File: config.mk
export PLATFORM = sky130hd
export DESIGN_NAME = q15_butterfly
export DESIGN_NICKNAME = d
export VERILOG_FILES = /design/src/rtl/bfly_pkg.sv /design/src/rtl/q15_rmul.sv /design/src/rtl/bfly_lane.sv /design/src/rtl/q15_butterfly.sv
export SDC_FILE = /design/constraint.sdc
export NUM_CORES = 2
export LEC_CHECK = 0
export BUFFER_PORTS_ARGS = -buffer_cell sky130_fd_sc_hd__buf_2
export CORE_MARGIN = 2
export CORE_UTILIZATION = 25
export CTS_BUF_LIST = sky130_fd_sc_hd__clkbuf_8
export DETAILED_ROUTE_END_ITERATION = 6
export MAX_ROUTING_LAYER = met4
export SLEW_MARGIN = 40
export SYNTH_ARGS = -nofsm -noshare
export SYNTH_HDL_FRONTEND = slang
export SYNTH_SLANG_ARGS = --single-unit
File: constraint.sdc
create_clock -name clk -period 17.2 [get_ports clk]
set_input_delay 0.86 -clock clk [delete_from_list [all_inputs] [get_ports clk]]
set_output_delay 0.86 -clock clk [all_outputs]
set_load 0.02 [all_outputs]
File: src/rtl/bfly_pkg.sv
package bfly_pkg;

    // ST_IDLE   : ready; the multipliers take real-part operands from the ports
    // ST_SECOND : busy; the multipliers take imaginary-part operands from registers
    typedef enum logic [0:0] {
        ST_IDLE   = 1'b0,
        ST_SECOND = 1'b1
    } bfly_state_e;

    localparam int NUM_MULT = 2;

endpackage

File: src/rtl/q15_rmul.sv
// Signed fractional multiplier: full product rounded to nearest, then scaled
// back to the fraction format. The result is one bit wider than the operands,
// so (-1.0) * (-1.0) = +1.0 can be represented.
module q15_rmul #(
    parameter int W = 16
) (
    input  logic signed [W-1:0] a,
    input  logic signed [W-1:0] b,
    output logic signed [W:0]   y
);
    localparam int PW = 2 * W;
    localparam logic signed [PW-1:0] HALF_LSB = PW'(1) <<< (W - 2);

    logic signed [PW-1:0] prod;
    logic signed [PW-1:0] prod_rnd;

    always_comb begin
        prod     = a * b;
        prod_rnd = prod + HALF_LSB;
        y        = prod_rnd[PW-1:W-1];
    end
endmodule

File: src/rtl/bfly_lane.sv
// One component lane: sum and difference against the product term, optional
// rounded halving, then clipping to the W-bit signed range.
module bfly_lane #(
    parameter int W = 16
) (
    input  logic signed [W-1:0] u,
    input  logic signed [W+1:0] v,
    input  logic                scale,
    output logic signed [W-1:0] sum,
    output logic signed [W-1:0] dif
);
    localparam int XW = W + 3;
    localparam logic signed [XW-1:0] MAXV = XW'((1 <<< (W - 1)) - 1);
    localparam logic signed [XW-1:0] MINV = -(XW'(1) <<< (W - 1));

    function automatic logic signed [W-1:0] finish(input logic signed [XW-1:0] s,
                                                   input logic sc);
        logic signed [XW-1:0] h;
        h = sc ? ((s + XW'(1)) >>> 1) : s;
        if (h > MAXV)
            return MAXV[W-1:0];
        else if (h < MINV)
            return MINV[W-1:0];
        else
            return h[W-1:0];
    endfunction

    logic signed [XW-1:0] ux;
    logic signed [XW-1:0] vx;

    always_comb begin
        ux  = {{3{u[W-1]}}, u};
        vx  = {v[W+1], v};
        sum = finish(ux + vx, scale);
        dif = finish(ux - vx, scale);
    end
endmodule

File: src/rtl/q15_butterfly.sv
module q15_butterfly
    import bfly_pkg::*;
#(
    parameter int W = 16
) (
    input  logic                clk,
    input  logic                rst_n,
    input  logic                in_valid,
    output logic                in_ready,
    input  logic                in_unity,
    input  logic                in_scale,
    input  logic signed [W-1:0] u_re,
    input  logic signed [W-1:0] u_im,
    input  logic signed [W-1:0] t_re,
    input  logic signed [W-1:0] t_im,
    input  logic signed [W-1:0] w_re,
    input  logic signed [W-1:0] w_im,
    output logic                out_valid,
    output logic signed [W-1:0] top_re,
    output logic signed [W-1:0] top_im,
    output logic signed [W-1:0] bot_re,
    output logic signed [W-1:0] bot_im
);
    localparam int PW = W + 1;   // rounded product width
    localparam int VW = W + 2;   // combined product term width

    bfly_state_e state_q, state_d;

    logic accept;

    // captured operands
    logic signed [W-1:0] ur_q, ui_q, tr_q, ti_q, wr_q, wi_q;
    logic                unity_q, scale_q;

    // shared multipliers
    logic signed [W-1:0]  mul_a [NUM_MULT];
    logic signed [W-1:0]  mul_b [NUM_MULT];
    logic signed [PW-1:0] mul_y [NUM_MULT];
    logic signed [PW-1:0] part_q [NUM_MULT];

    // lane operands and results
    logic signed [W-1:0]  lane_u   [2];
    logic signed [VW-1:0] lane_v   [2];
    logic signed [W-1:0]  lane_sum [2];
    logic signed [W-1:0]  lane_dif [2];

    assign in_ready = (state_q == ST_IDLE);
    assign accept   = in_valid && in_ready;

    // ---------------- state register ----------------
    always_ff @(posedge clk) begin
        if (!rst_n)
            state_q <= ST_IDLE;
        else
            state_q <= state_d;
    end

    // ---------------- next state ----------------
    always_comb begin
        state_d = state_q;
        unique case (state_q)
            ST_IDLE:   if (in_valid) state_d = ST_SECOND;  // ACCEPT
            ST_SECOND: state_d = ST_IDLE;                  // FINISH
            default:   state_d = ST_IDLE;
        endcase
    end

    // ---------------- multiplier operand steering ----------------
    always_comb begin
        unique case (state_q)
            ST_IDLE: begin
                mul_a[0] = t_re;  mul_b[0] = w_re;
                mul_a[1] = t_im;  mul_b[1] = w_im;
            end
            ST_SECOND: begin
                mul_a[0] = tr_q;  mul_b[0] = wi_q;
                mul_a[1] = ti_q;  mul_b[1] = wr_q;
            end
            default: begin
                mul_a[0] = '0;    mul_b[0] = '0;
                mul_a[1] = '0;    mul_b[1] = '0;
            end
        endcase
    end

    for (genvar m = 0; m < NUM_MULT; m++) begin : g_mult
        q15_rmul #(.W(W)) u_mul (
            .a (mul_a[m]),
            .b (mul_b[m]),
            .y (mul_y[m])
        );
    end

    // ---------------- operand capture on ACCEPT ----------------
    always_ff @(posedge clk) begin
        if (!rst_n) begin
            ur_q    <= '0;  ui_q <= '0;
            tr_q    <= '0;  ti_q <= '0;
            wr_q    <= '0;  wi_q <= '0;
            unity_q <= 1'b0;
            scale_q <= 1'b0;
            for (int m = 0; m < NUM_MULT; m++) part_q[m] <= '0;
        end else if (accept) begin
            ur_q    <= u_re;  ui_q <= u_im;
            tr_q    <= t_re;  ti_q <= t_im;
            wr_q    <= w_re;  wi_q <= w_im;
            unity_q <= in_unity;
            scale_q <= in_scale;
            for (int m = 0; m < NUM_MULT; m++) part_q[m] <= mul_y[m];
        end
    end

    // ---------------- product term assembly ----------------
    always_comb begin
        lane_u[0] = ur_q;
        lane_u[1] = ui_q;
        if (unity_q) begin
            lane_v[0] = {{2{tr_q[W-1]}}, tr_q};
            lane_v[1] = {{2{ti_q[W-1]}}, ti_q};
        end else begin
            lane_v[0] = {part_q[0][PW-1], part_q[0]} - {part_q[1][PW-1], part_q[1]};
            lane_v[1] = {mul_y[0][PW-1], mul_y[0]} + {mul_y[1][PW-1], mul_y[1]};
        end
    end

    for (genvar c = 0; c < 2; c++) begin : g_lane
        bfly_lane #(.W(W)) u_lane (
            .u     (lane_u[c]),
            .v     (lane_v[c]),
            .scale (scale_q),
            .sum   (lane_sum[c]),
            .dif   (lane_dif[c])
        );
    end

    // ---------------- outputs, loaded on FINISH ----------------
    always_ff @(posedge clk) begin
        if (!rst_n) begin
            out_valid <= 1'b0;
            top_re    <= '0;
            top_im    <= '0;
            bot_re    <= '0;
            bot_im    <= '0;
        end else begin
            out_valid <= (state_q == ST_SECOND);
            if (state_q == ST_SECOND) begin
                top_re <= lane_sum[0];
                top_im <= lane_sum[1];
                bot_re <= lane_dif[0];
                bot_im <= lane_dif[1];
            end
        end
    end
endmodule

=== After elaboration in Yosys (flattened, before gate mapping) ===
Memories as Yosys holds them, arrays and structs flattened.
Cells that the tools add are included.

* Bits in registers: 164
* Bits in writable memories: 34
* Input bits: 101
* Output and inout port bits: 66
* Memories: 1

* $add $sub $neg: 12
* Multiply operators: 2
* $lt $le $gt $ge: 8
* Multiplexer cells: 23
* Bitwise operators: 3
* Reductions and logical operators: 1

{| class="wikitable"
|+ Memories
! name !! words !! width !! rd ports !! clocked after Yosys merged registers in !! write ports !! RTL line !! source
|-
| part_q || 2 || 17 || 2 || 0 || 2 || q15_butterfly.sv:39 || <nowiki>logic signed [PW-1:0] part_q [NUM_MULT];</nowiki>
|}

{| class="wikitable"
|+ Operators with widths
! kind !! number
|-
| 16-bit two-way mux || 8
|-
| 32-bit case mux with 2 select lines || 2
|-
| 19-bit by 2-bit adder with 19-bit output (second input constant) || 4
|-
| 19-bit by 16-bit greater-than comparator with 1-bit output (second input constant) || 4
|-
| 19-bit by 16-bit less-than comparator with 1-bit output (second input constant) || 4
|-
| 19-bit two-way mux || 4
|-
| 32-bit by 16-bit adder with 32-bit output (second input constant) || 2
|-
| 16-bit by 16-bit multiplier with 32-bit output || 2
|-
| 16-bit by 18-bit adder with 19-bit output || 2
|-
| 16-bit by 18-bit subtractor with 19-bit output || 2
|-
| 36-bit two-way mux || 1
|-
| 17-bit two-way mux || 2
|-
| 17-bit by 17-bit adder with 18-bit output || 1
|-
| 17-bit by 17-bit subtractor with 18-bit output || 1
|-
| 1-bit two-way mux || 5
|-
| 1-bit OR || 2
|-
| 1-bit case mux with 2 select lines || 1
|-
| 1-bit logical AND || 1
|-
| 1-bit inverter || 1
|}

=== Longest topological paths before layout ===
* Word-level depth: 12
* Mapped depth: 53
* Mapped depth without buffers: 47

=== Hierarchy ===
A second synthesis with hierarchy kept.

* Cells, all modules: 4153
* Area, all modules: 36341.1 µm²

{| class="wikitable"
|+ Modules (own cells, without submodules)
! module !! instances !! cells each !! area an instance (µm²) !! sequential area each (µm²)
|-
| q15_rmul at g_mult[0].u_mul || 1 || 1057 || 9534.1 || 0.0
|-
| q15_butterfly || 1 || 905 || 9499.1 || 4304.1
|-
| q15_rmul at g_mult[1].u_mul || 1 || 1031 || 9420.3 || 0.0
|-
| bfly_lane at g_lane[0].u_lane || 1 || 588 || 3951.3 || 0.0
|-
| bfly_lane at g_lane[1].u_lane || 1 || 572 || 3936.3 || 0.0
|}

=== Worst setup path before layout ===
Ideal clock, no wire load.

* Path kind: register to register
* Start: register state_q
* End: register bot_im[11]
* Arrival time: 11.838 ns
* Slack: 5.244 ns
* Stages on the path, launching flop included: 50
* Path buffers: 6
* Path through: dfxtp_1 clkbuf_1 buf_2 buf_1 buf_1 mux2i_1 nor2_1 fa_1 inv_1 fa_1 fa_1 inv_1 fa_1 fa_1 inv_1 fa_1 inv_1 ha_1 (+14 left out) nor3_1 o31ai_1 a21oi_1 xor2_1 o21ai_0 ha_1 buf_2 nor2b_1 a211oi_1 a31o_2 mux2_2 a311oi_1 nor4_1 a211o_1 a211oi_1 o31ai_4 buf_6 o221a_1

* Cells in the longest elaborated chain, start to end: 12
* Elaborated cells on any way between the ends: 16
* Those cells by class: add/sub (5); mul (2); order compare (2); mux (6); bitwise (1)

{| class="wikitable"
|+ RTL lines
! item !! RTL line !! source
|-
| start: declaration || q15_butterfly.sv:27 || <nowiki>bfly_state_e state_q, state_d;</nowiki>
|-
| start signal: assignment || q15_butterfly.sv:55 || <nowiki>state_q <= state_d;</nowiki>
|-
| 1-bit inverter || - ||
|-
| 32-bit case mux with 2 select lines || q15_butterfly.sv:70 || <nowiki>unique case (state_q)</nowiki>
|-
| 16-bit by 16-bit multiplier with 32-bit output * || q15_rmul.sv:18 || <nowiki>prod = a * b;</nowiki>
|-
| 32-bit by 16-bit adder with 32-bit output * || q15_rmul.sv:19 || <nowiki>prod_rnd = prod + HALF_LSB;</nowiki>
|-
| net g_mult[0].u_mul.prod_rnd[17] || q15_rmul.sv:15 || <nowiki>logic signed [PW-1:0] prod_rnd;</nowiki>
|-
| 17-bit by 17-bit adder with 18-bit output * || q15_butterfly.sv:122 || <nowiki>lane_v[1] = {mul_y[0][PW-1], mul_y[0]} + {mul_y[1][PW-1], mul_y[1]};</nowiki>
|-
| 36-bit two-way mux * || q15_butterfly.sv:117 || <nowiki>if (unity_q) begin</nowiki>
|-
| 16-bit by 18-bit subtractor with 19-bit output * || bfly_lane.sv:35 || <nowiki>dif = finish(ux - vx, scale);</nowiki>
|-
| 19-bit by 2-bit adder with 19-bit output || bfly_lane.sv:19 || <nowiki>h = sc ? ((s + XW'(1)) >>> 1) : s;</nowiki>
|-
| 19-bit two-way mux * || bfly_lane.sv:19 ||
|-
| 19-bit by 16-bit less-than comparator with 1-bit output || bfly_lane.sv:22 || <nowiki>else if (h < MINV)</nowiki>
|-
| 16-bit two-way mux || bfly_lane.sv:22 ||
|-
| 16-bit two-way mux * || bfly_lane.sv:20 || <nowiki>if (h > MAXV)</nowiki>
|-
| end signal: assignment || q15_butterfly.sv:150 || <nowiki>bot_im <= lane_dif[1];</nowiki>
|-
| end: declaration || q15_butterfly.sv:22 || <nowiki>output logic signed [W-1:0] bot_im</nowiki>
|}

Mark *: on every way through the listed nets, which the timed path passes. The rest lies on a longest branch.
A chain may end at the register's enable or synchronous reset.

=== Worst setup path in the final report ===
* Start: register state_q
* End: register top_im[14]

* Cells in the longest elaborated chain, start to end: 12
* Elaborated cells on any way between the ends: 16
* Those cells by class: add/sub (5); mul (2); order compare (2); mux (6); bitwise (1)

{| class="wikitable"
|+ RTL lines
! item !! RTL line !! source
|-
| 1-bit inverter || - ||
|-
| 32-bit case mux with 2 select lines || q15_butterfly.sv:70 ||
|-
| 16-bit by 16-bit multiplier with 32-bit output * || q15_rmul.sv:18 ||
|-
| 32-bit by 16-bit adder with 32-bit output * || q15_rmul.sv:19 ||
|-
| net g_mult[1].u_mul.prod_rnd[28] || q15_rmul.sv:15 ||
|-
| 17-bit by 17-bit adder with 18-bit output * || q15_butterfly.sv:122 ||
|-
| 36-bit two-way mux * || q15_butterfly.sv:117 ||
|-
| 16-bit by 18-bit adder with 19-bit output * || bfly_lane.sv:34 || <nowiki>sum = finish(ux + vx, scale);</nowiki>
|-
| 19-bit by 2-bit adder with 19-bit output || bfly_lane.sv:19 ||
|-
| 19-bit two-way mux * || bfly_lane.sv:19 ||
|-
| 19-bit by 16-bit less-than comparator with 1-bit output || bfly_lane.sv:22 ||
|-
| 16-bit two-way mux || bfly_lane.sv:22 ||
|-
| 16-bit two-way mux * || bfly_lane.sv:20 ||
|-
| end signal: assignment || q15_butterfly.sv:148 || <nowiki>top_im <= lane_sum[1];</nowiki>
|-
| end: declaration || q15_butterfly.sv:20 || <nowiki>output logic signed [W-1:0] top_im,</nowiki>
|}

Marks and branches as above.

==> results.sh <==
export IMPL_grt_util_all_layers=0.167
export IMPL_die_area_sq_um=142000
export IMPL_rsz0062_at_grt="false"
export IMPL_dpl_instance_area_sq_um=37600
export IMPL_arrival_ns=14.24
export IMPL_drc=0
export IMPL_yosys_warnings=0
export IMPL_slowest_delay_ns=0.69
export IMPL_worst_ep_required_time_ns=17.75
export IMPL_ys_seq_area_frac=0.124
export IMPL_fin_nets=4948
export IMPL_layout_commonest_cell="inv_1"
export IMPL_antenna_found_initial=17
export IMPL_end_kind="register"
export IMPL_drive_gt1_frac=0.102
export IMPL_grt_pass1_wl_um=175000
export IMPL_cts_sinks=198
export IMPL_wire_per_inst_um=19.5
export IMPL_avgSynthCellArea_sq_um=8.76
export IMPL_die_y_um=377
export IMPL_portBuffers=166
export IMPL_cts_clk_slew_worst_paths_ns=0.16
export IMPL_gp_congestion=0.963
export IMPL_crit_path_frequent_cell="fa_1"
export IMPL_worst_path_buf_inv=5
export IMPL_maxCapViolCount=0
export IMPL_slew_headroom=0.361
export IMPL_worst_pin_slew_ns=0.932
export IMPL_dr_pass1_iters=5
export IMPL_stdcell_area_sq_um=38100
export IMPL_drtIter0Drc=2484
export IMPL_die_w_um=377
export IMPL_startpoint_type="register"
export IMPL_hold_viol=0
export IMPL_start_util=0.252
export IMPL_final_setup_viol_count=0
export IMPL_overflow=0
export IMPL_fmax_mhz=73.0
export IMPL_ctsHtreeMaxLevel=4
export IMPL_vias_per_cell=4.91
export IMPL_async_flop_share=0
export IMPL_grt_pass1_vias=28377
export IMPL_run_status="finished, final reports clean"
export IMPL_vias=28819
export IMPL_min_path_type="input pin to register"
export IMPL_cp_slowest_cell="dfxtp_4"
export IMPL_row_count=136
export IMPL_num_io_pins=167
export IMPL_path_max_fanout=48
export IMPL_clock_latency_ns=0.64
export IMPL_syn_to_final_growth_pct=9.57
export IMPL_syn_inst=3970
export IMPL_postCtsSetupRepairBufs=0
export IMPL_cts_tree="done"
export IMPL_cts_resized=0
export IMPL_setup_tns_final_ns=0
export IMPL_grt_max_degree=77
export IMPL_drt_wl_total_um=114000
export IMPL_mostFrequentLayoutCells="709 x inv_1, 530 x fa_1, 396 x nor2_1"
export IMPL_worst_setup_path_type="register to register"
export IMPL_fin_crit_sh=0.796
export IMPL_synth_edff_count=34
export IMPL_drv_slew=0
export IMPL_cts_hold_fix_buffers=0
export IMPL_dp_hpwl_um=95000
export IMPL_synth_seq_cells=198
export IMPL_postRouteAntennaNets=0
export IMPL_core_sq_um=138000
export IMPL_synth_ff_type="dfxtp_1"
export IMPL_syn_nets=4865
export IMPL_cts_root_to_sink_buffers=2
export IMPL_layout_min_cycle_time_ns=13.69
export IMPL_skew_ns=0.0544
export IMPL_cts_buffers=17
export IMPL_root_buffer="clkbuf_8"
export IMPL_syn_area_sq_um=34800
export IMPL_crit_family="adder cells"
export IMPL_synth_cell_types=118
[flip-flops by register name (all words and copies together) (netlist names)]
register	flops
wr_q	16
scale_q	1
top_re	16
top_im	16
bot_re	16
part_q	34
ui_q	16
ti_q	16
wi_q	16
unity_q	1
bot_im	16
ur_q	16
out_valid	1
tr_q	16
state_q	1
[cell usage after synthesis, types with 15 or more instances]
| cell | number | area [sq um] |
|---|---|---|
| a211o_1 | 22 | 193 |
| inv_1 | 710 | 2670 |
| a21o_1 | 56 | 420 |
| a22o_1 | 100 | 876 |
| nand2_1 | 363 | 1360 |
| o21ai_1 | 29 | 145 |
| and3_1 | 28 | 175 |
| a211oi_1 | 32 | 240 |
| dfxtp_1 | 164 | 3280 |
| and2_1 | 50 | 313 |
| nor3_1 | 57 | 285 |
| xnor2_1 | 92 | 806 |
| xor2_1 | 26 | 228 |
| a21oi_1 | 113 | 566 |
| nor2_1 | 396 | 1490 |
| edfxtp_1 | 34 | 1020 |
| fa_1 | 530 | 10600 |
| mux2_2 | 72 | 811 |
| o31ai_1 | 23 | 173 |
| clkbuf_1 | 100 | 375 |
| o21ai_0 | 103 | 515 |
| o21bai_1 | 20 | 150 |
| o211ai_1 | 25 | 188 |
| or2_2 | 24 | 150 |
| mux2i_1 | 68 | 681 |
| nand3_1 | 64 | 320 |
| nor2b_1 | 27 | 169 |
| or3_1 | 18 | 113 |
| o21a_1 | 15 | 113 |
| nand2b_1 | 28 | 175 |
| ha_1 | 264 | 3300 |
[through the flow]
step,cells,setup WS [ns],hold slack (ns),utilization
floorplan,3970,5.24,0.443,-
global placement,5827,3.48,0.437,0.272
detailed placement,5828,3.51,0.439,0.273
CTS,5859,3.40,0.356,0.276
global route,5867,2.64,0.395,0.276
finish,5869,3.51,0.417,0.276
[cell type report]
cell class,count,area (sq um)
inverter,715,2690
antenna,10,25.0
multi-input combinational,2921,27300
fill,14868,99700
sequential,198,4310
tap,1794,2240
clock inverter,14,166
timing repair buffer,200,1110
clock buffer,17,234
[metal layers]
layer	track usage	wire [um]	up-vias
met5	-	0	-
met3	0.0338	9260	104
met4	0.0328	1870	0
li1	-	-	13270
met2	0.242	48500	1030
met1	0.238	54800	14415
[path summary, 6_finish.rpt]
path	from	end	slack, ns	cells past startpoint
setup reg to reg	state_q	top_im[14]	3.51	39
setup / recovery	state_q	top_im[14]	3.51	39
hold / removal	u_im[8]	ui_q[8]	0.42	2
hold reg to reg	bot_re[6]	bot_re[6]	0.45	2
[cell families (layout without fill, tap and decap cells)]
logic type | after synthesis | in the layout | synth area share
AOI/OAI and AO/OA | 718 | 718 | 0.154
xor gates and xnor gates | 120 | 120 | 0.0310
adders and majority gates | 794 | 794 | 0.400
buffers and inverters | 851 | 946 | 0.0939
DFF | 198 | 198 | 0.124
muxes | 140 | 140 | 0.0429
other | 0 | 10 | 0
and+or+nand+nor | 1149 | 1149 | 0.154
Power is left out: the tool's default activity adds up to more than one toggle a clock period on the data nets, which glitch-free logic cannot reach.
